$ cat src/rtl/txf_pkg.sv
package txf_pkg;
  localparam int OVH_W = 2;

  typedef enum logic [OVH_W-1:0] {
    OVH_IDLE  = 2'b00,
    OVH_DATA  = 2'b01,
    OVH_START = 2'b10,
    OVH_END   = 2'b11
  } ovh_code_e;

  localparam logic [31:0] IDLE_FILL = 32'hBC95_6A3C;
endpackage

$ cat src/rtl/txf_encoder.sv
module txf_encoder
  import txf_pkg::*;
(
  input  logic [OVH_W-1:0] tx_type,
  input  logic             bypass,
  output logic [OVH_W-1:0] ovh,
  output logic             type_idle
);
  always_comb begin
    type_idle = 1'b0;
    if (bypass) begin
      ovh = tx_type;
    end else begin
      unique case (tx_type)
        2'd0:    ovh = OVH_DATA;
        2'd1:    ovh = OVH_START;
        2'd2:    ovh = OVH_END;
        default: begin
          ovh       = OVH_IDLE;
          type_idle = 1'b1;
        end
      endcase
    end
  end
endmodule

$ cat src/rtl/txf_scrambler.sv
module txf_scrambler #(
  parameter int DATA_W = 32,
  parameter int LFSR_W = 7,
  parameter int TAP_A  = 6,
  parameter int TAP_B  = 5
) (
  input  logic              clk,
  input  logic              rst,
  input  logic              advance,
  output logic [DATA_W-1:0] keystream
);
  logic [LFSR_W-1:0] state;
  logic [LFSR_W-1:0] state_next;

  always_comb begin
    logic [LFSR_W-1:0] s;
    logic              b;
    s         = state;
    keystream = '0;
    for (int i = 0; i < DATA_W; i++) begin
      b                       = s[TAP_A] ^ s[TAP_B];
      keystream[DATA_W-1-i]   = b;
      s                       = {s[LFSR_W-2:0], b};
    end
    state_next = s;
  end

  always_ff @(posedge clk) begin
    if (rst) begin
      state <= '1;
    end else if (advance) begin
      state <= state_next;
    end
  end
endmodule

$ cat src/rtl/txf_flow_ctrl.sv
module txf_flow_ctrl (
  input  logic clk,
  input  logic rst,
  input  logic fc_stop,
  output logic rd_en
);
  always_ff @(posedge clk) begin
    if (rst) begin
      rd_en <= 1'b0;
    end else begin
      rd_en <= ~fc_stop;
    end
  end
endmodule

$ cat src/rtl/tx_word_framer.sv
module tx_word_framer
  import txf_pkg::*;
#(
  parameter int          DATA_W    = 32,
  parameter int          LFSR_W    = 7,
  parameter logic [31:0] IDLE_DATA = IDLE_FILL,
  localparam int         LINE_W    = DATA_W + OVH_W
) (
  input  logic              clk,
  input  logic              rst,
  input  logic              tx_en,
  input  logic [DATA_W-1:0] tx_data,
  input  logic [OVH_W-1:0]  tx_type,
  input  logic              bypass,
  input  logic              scram_en,
  input  logic              fc_stop,
  output logic              rd_en,
  output logic [LINE_W-1:0] line_word
);
  localparam logic [LINE_W-1:0] IDLE_WORD = {OVH_IDLE, IDLE_DATA[DATA_W-1:0]};

  logic [OVH_W-1:0]  ovh;
  logic              type_idle;
  logic [DATA_W-1:0] keystream;
  logic              word_accept;
  logic              scram_step;

  txf_encoder u_enc (
    .tx_type   (tx_type),
    .bypass    (bypass),
    .ovh       (ovh),
    .type_idle (type_idle)
  );

  assign word_accept = tx_en && !type_idle;
  assign scram_step  = word_accept && scram_en;

  txf_scrambler #(
    .DATA_W (DATA_W),
    .LFSR_W (LFSR_W),
    .TAP_A  (LFSR_W - 1),
    .TAP_B  (LFSR_W - 2)
  ) u_scr (
    .clk       (clk),
    .rst       (rst),
    .advance   (scram_step),
    .keystream (keystream)
  );

  txf_flow_ctrl u_fc (
    .clk     (clk),
    .rst     (rst),
    .fc_stop (fc_stop),
    .rd_en   (rd_en)
  );

  always_ff @(posedge clk) begin
    if (rst || !word_accept) begin
      line_word <= IDLE_WORD;
    end else begin
      line_word <= {ovh, scram_en ? (tx_data ^ keystream) : tx_data};
    end
  end
endmodule

$ cat config.mk
export PLATFORM = sky130hd
export DESIGN_NAME = tx_word_framer
export DESIGN_NICKNAME = d
export VERILOG_FILES = /design/src/rtl/txf_pkg.sv /design/src/rtl/txf_encoder.sv /design/src/rtl/txf_scrambler.sv /design/src/rtl/txf_flow_ctrl.sv /design/src/rtl/tx_word_framer.sv
export SDC_FILE = /design/constraint.sdc
export NUM_CORES = 1
export LEC_CHECK = 0
export ABC_AREA = 1
export ABC_CLOCK_PERIOD_IN_PS = 5200
export CAP_MARGIN = 20
export CORE_UTILIZATION = 55
export DETAILED_ROUTE_END_ITERATION = 6
export DONT_BUFFER_PORTS = 1
export PLACE_DENSITY = 0.71
export SYNTH_ARGS = -nofsm -noshare
export SYNTH_HDL_FRONTEND = slang
export SYNTH_SLANG_ARGS = --single-unit
export TNS_END_PERCENT = 20
$ cat constraint.sdc
create_clock -name clk -period 5.2 [get_ports clk]
set_clock_uncertainty 0.1 [all_clocks]
set_input_delay 0.52 -clock clk [delete_from_list [all_inputs] [get_ports clk]]
set_output_delay 0.52 -clock clk [all_outputs]
set_load 0.1 [all_outputs]
# Word-level counts from Yosys, hierarchy flattened
# Cells that the tools add are included.
# totals
in_bits	40
output_inout_bits	35
ff_bits	42
word_cells	51
# op_classes
bitwise	34
reduce_logical	7
n_mux	5
n_eq_ne	2
# ops
cell	count
32-bit 2-to-1 mux	1
1-bit XOR	32
32-bit XOR	1
2-bit case mux with 3 select lines	1
3-bit OR reduction	1
2-bit by 1-bit == test with 1-bit output (second input constant)	1
2-bit == test (second input constant)	1
1-bit logical AND	2
1-bit zero test	2
2-bit zero test	1
1-bit 2-to-1 mux	2
2-bit 2-to-1 mux	1
1-bit logical OR	1
1-bit inverter	1

# Logic depth before layout (Yosys ltp)
# depth
ltp_word	8
ltp_mapped	14
depth_no_buf	14

# Cells and area by module
# From an unflattened synthesis, not the netlist that was laid out.
# hier_totals
hier_cells	310
hier_area_um2	2273.4
# modules_own_cells
module	seq_area_each_um2	area_per_inst_um2	instances	cells_each
tx_word_framer	680.7	1390.1	1	180
txf_scrambler	140.1	782.0	1	115
txf_encoder	0.0	77.6	1	13
txf_flow_ctrl	20.0	23.8	1	2

# Least setup slack after synthesis
# OpenSTA, ideal clock, no wires.
# synth_timing
kind	input to register
startpoint	in tx_type[0]
endpoint	reg line_word[14]
setup_slack_ns	3.458
arrival_ns	1.508
setup_time_ns	0.134
n_path_buf	1
required_ns	4.966
path_stages	6
cell_sequence	ha_1 nand2_1 nand2_1 nor2_1 clkbuf_1 nand3_1
# synth_via
elab_chain_len	8
elab_cells_between_ends	10
cone_classes	eq/ne (2); mux (2); reduce/logical (6)
# synth_rtl
element	line_no	text
start: declaration	tx_word_framer.sv:13	input logic [OVH_W-1:0] tx_type,
2-bit by 1-bit == test with 1-bit output (tied with other cells)	txf_encoder.sv:14	unique case (tx_type)
3-bit OR reduction (no line) (*)	n/a	
1-bit 2-to-1 mux (*)	txf_encoder.sv:14	
1-bit 2-to-1 mux (*)	txf_encoder.sv:11	if (bypass) begin
1-bit zero test (*)	tx_word_framer.sv:35	assign word_accept = tx_en && !type_idle;
1-bit logical AND (*)	tx_word_framer.sv:35	
1-bit zero test (*)	tx_word_framer.sv:58	if (rst || !word_accept) begin
1-bit logical OR (*)	tx_word_framer.sv:58	
end signal: assignment	tx_word_framer.sv:61	line_word <= {ovh, scram_en ? (tx_data ^ keystream) : tx_data};
end: declaration	tx_word_framer.sv:18	output logic [LINE_W-1:0] line_word
# Every way passes the cells marked *; elsewhere a longest branch is shown, timed or not.
# A chain may end at the register's enable or synchronous reset.

# Worst setup path after layout
# layout_timing
startpoint	in tx_type[0]
endpoint	reg line_word[2]
# Same word-level chain as after synthesis.

==> run_results.csv <==
group,metric,value,unit
finish,antenna_cells,0,
synth,synth_cells,291,
critical_path,critPathBufInv,1,
flow_run,drv_cap,0,
critical_path,crit_slowest_cell,"nor2_2",
power,p_seq_share,47.1,%
placed_design,place_ws,2670,ps
clock_network,ctsResizeCount,0,
critical_path,r2r_slack,3150,ps
route,drt-wirelength-per-cell,13.2,µm
clock_network,ctsHoldBuffers,0,
grt,grt_overflow,0,
power,combPwrFrac,23.5,%
placed_design,portBuffers,0,
die,coreArea,0.00372,mm²
synth,yosysMostFrequentCell,"nand2_1",
placed_design,hpwl,3280,µm
route,drtIter0Drc,123,
critical_path,reg2reg_to,"line_word[5]$_SDFF_PP1_",
synth,synthArstFlopShare,0,%
timing,hold_viol_final,0,
synth,synth_area_leaders,"dfxtp_1, nand2_1, nand3_1",
die,die_area,0.00420,mm²
min_path,hold_class,"input pin to register",
critical_path,timing.rr.start,"u_scr.state[4]$_SDFFE_PP1P_",
placed_design,gp_congestion,0.819,
finish,fin_util,62.4,%
grt,grt_pass1_vias,1682,
critical_path,arrival,2200,ps
timing,maxSlewViolCount,0,
finish,drive_gt1_share,5.84,%
synth,synth_area_leader_cell,"dfxtp_1",
route,route.detailed.drc,0,
synth,synth_top_area_share,38.8,%
critical_path,ff2ff_path_depth,14,
critical_path,end_kind,"register",
synth,synth_cell_types,22,
min_path,hp-start,"fc_stop",
critical_path,worstSetupStartpoint,"tx_type[0]",
clock_network,ctsRootBufferMaster,"clkbuf_8",
power,pwr-share-clk,29.3,%
critical_path,cp-start-kind,"input pin",
route,dr.pass1.iters,4,
critical_path,crit_fanout,28,
critical_path,slowest_delay,760,ps
die,start_util,58.4,%
critical_path,cp_common_cell,"nand2_1",
power,power.density,455,mW/mm²
route,wirelength,4460,µm
route,vias,1838,
run_status,outcome,"completed",
finish,synthToLayoutAreaGrowth,6.86,%
critical_path,path_class,"input pin to register",
synth,ys_seq_area_share,38.8,%
timing,worstMarginPinSlew,1000,ps
power,power.switching,0.000430,W
critical_path,worstPathRequired,5290,ps
grt,grt_max_degree,31,
synth,ys_ff_latch,42,
clock_network,htreeDepth,2,
synth,yosys_warnings,0,
synth,avgSynthCellArea,7.46,µm²
power,p_leak,1.07,nW
synth,synth_nets,334,
clock_network,cts_setup_buffers,0,
die,die_w,64.8,µm
critical_path,crit_chain,"ha_1 -> nand2_1 -> nand2_1 -> nor2_2 -> inv_1 -> a21oi_1 -> o21ai_0",
timing,timing.final.crit_share,40.6,%
timing,fmax,473,MHz
synth,synth_ff_type,"dfxtp_1",
critical_path,crit_family,"simple AND/OR/NAND/NOR gates",
grt,track_usage,23.3,%
finish,finalNetCount,333,
clock_network,cts_sinks,42,
die,die_h,64.8,µm
clock_network,clk_latency,300,ps
grt,antenna_found_initial,0,
route,route.antenna.remaining_nets,0,
route,routed_via_density,5.42,
clock_network,cts_tree,"yes",
timing,fin_ws,3090,ps
clock_network,cts_buffers,5,
timing,setup_viol,0,
timing,fin_crit,2110,ps
critical_path,crit_end,"line_word[2]$_SDFF_PP1_",
synth,synthTopCellsByCount,"nand2_1, dfxtp_1, inv_1, nand3_1, o21ai_0",
synth,syn-cell-area,0.00217,mm²
timing,rsz0062_at_grt,"no",
clock_network,cts.clk_slew.worst_paths,90,ps
power,vdd_drop_max,0.000192,V
die,fp-row-count,22,
critical_path,cp_num_cells,7,
power,p_sw_share,40.7,%
clock_network,cts_max_path_buffers,2,
finish,n_fill_cell,353,
grt,grt_pass1_wl,7460,µm
die,pin_count,75,
timing,max_slew_margin,33.2,%
power,internal-power,0.000626,W
synth,synth-edff-count,0,
timing,setup_tns,0,ps
==> cells by family after synthesis <==
family	Yosys count	share of synthesized area (%)
compound gates	52	12.8
flops	42	38.8
xor+xnor	17	10.7
buf+inv	40	7.90
simple gates	137	28.1
fa+ha+maj	3	1.73
==> cell type report <==
type / count / area (µm²) / area share (%)
Multi-Input combinational cell: 209 / 1160 / 50.0
Inverter: 32 / 120 / 5.18
Clock buffer: 5 / 68.8 / 2.97
Sequential cell: 42 / 841 / 36.3
Tap cell: 48 / 60.1 / 2.59
Clock inverter: 3 / 68.8 / 2.97
==> stage by stage <==
step                      hold WS, ps  total power, W  instances  cell area (µm²)
after detailed placement          493        0.000753        331             2180
after floorplan                   453        0.000711        291             2170
final                             170         0.00106        339             2320
after global routing              160         0.00111        339             2320
after CTS                         167         0.00106        339             2320
after global placement            488        0.000748        331             2180
==> metal layers <==
metal  wire (µm)  global-route usage [%]
met3         334                    7.75
met1        1970                    28.5
met5           0                       0
met2        2080                    36.8
met4          74                    10.3
==> power by group through the flow <==
stage	Clock (W)	Combinational, W	Sequential [W]
5_1_grt	0.000330	0.000283	0.000501
3_3_place_gp	0	0.000243	0.000505
4_1_cts	0.000313	0.000249	0.000498
6_report	0.000310	0.000248	0.000498
2_1_floorplan	0	0.000208	0.000502
3_5_place_dp	0	0.000247	0.000505
==> registers in the layout, indices dropped and copies added, names as in the netlist <==
signal and count:
line_word 34, u_fc.rd_en 1, u_scr.state 7
==> worst min path at each step <==
stage | endpoint | cells after the start
floorplan | u_scr.state[6]$_SDFFE_PP1P_ | 2
global placement | u_fc.rd_en$_SDFF_PP0_ | 1
detailed placement | u_fc.rd_en$_SDFF_PP0_ | 1
CTS | u_fc.rd_en$_SDFF_PP0_ | 1
global route | u_fc.rd_en$_SDFF_PP0_ | 1
finish | u_fc.rd_en$_SDFF_PP0_ | 1
==> worst register-to-register path: cells and delay by family (launching register included) <==
| kind | cells | cell delay (ps) |
|---|---|---|
| simple gates | 11 | 1070 |
| buf+inv | 3 | 360 |
| flops | 1 | 350 |
==> layout by cell type, fill, tap and decap left out <==
master	n
xor2_2	1
nand3_2	1
nand3b_1	11
xnor2_4	3
nor2_2	1
nand2_1	73
nor2_1	15
xnor2_1	4
nand4_1	1
nand3_1	28
o211ai_1	7
bufinv_16	2
xor2_1	8
o21ai_0	27
nor3_1	5
nand2_2	2
xor2_4	1
a21oi_1	18
inv_1	32
clkinv_4	1
dfxtp_1	42
clkbuf_8	5
ha_1	3
No activity file was read; power rests on OpenSTA's default activity.
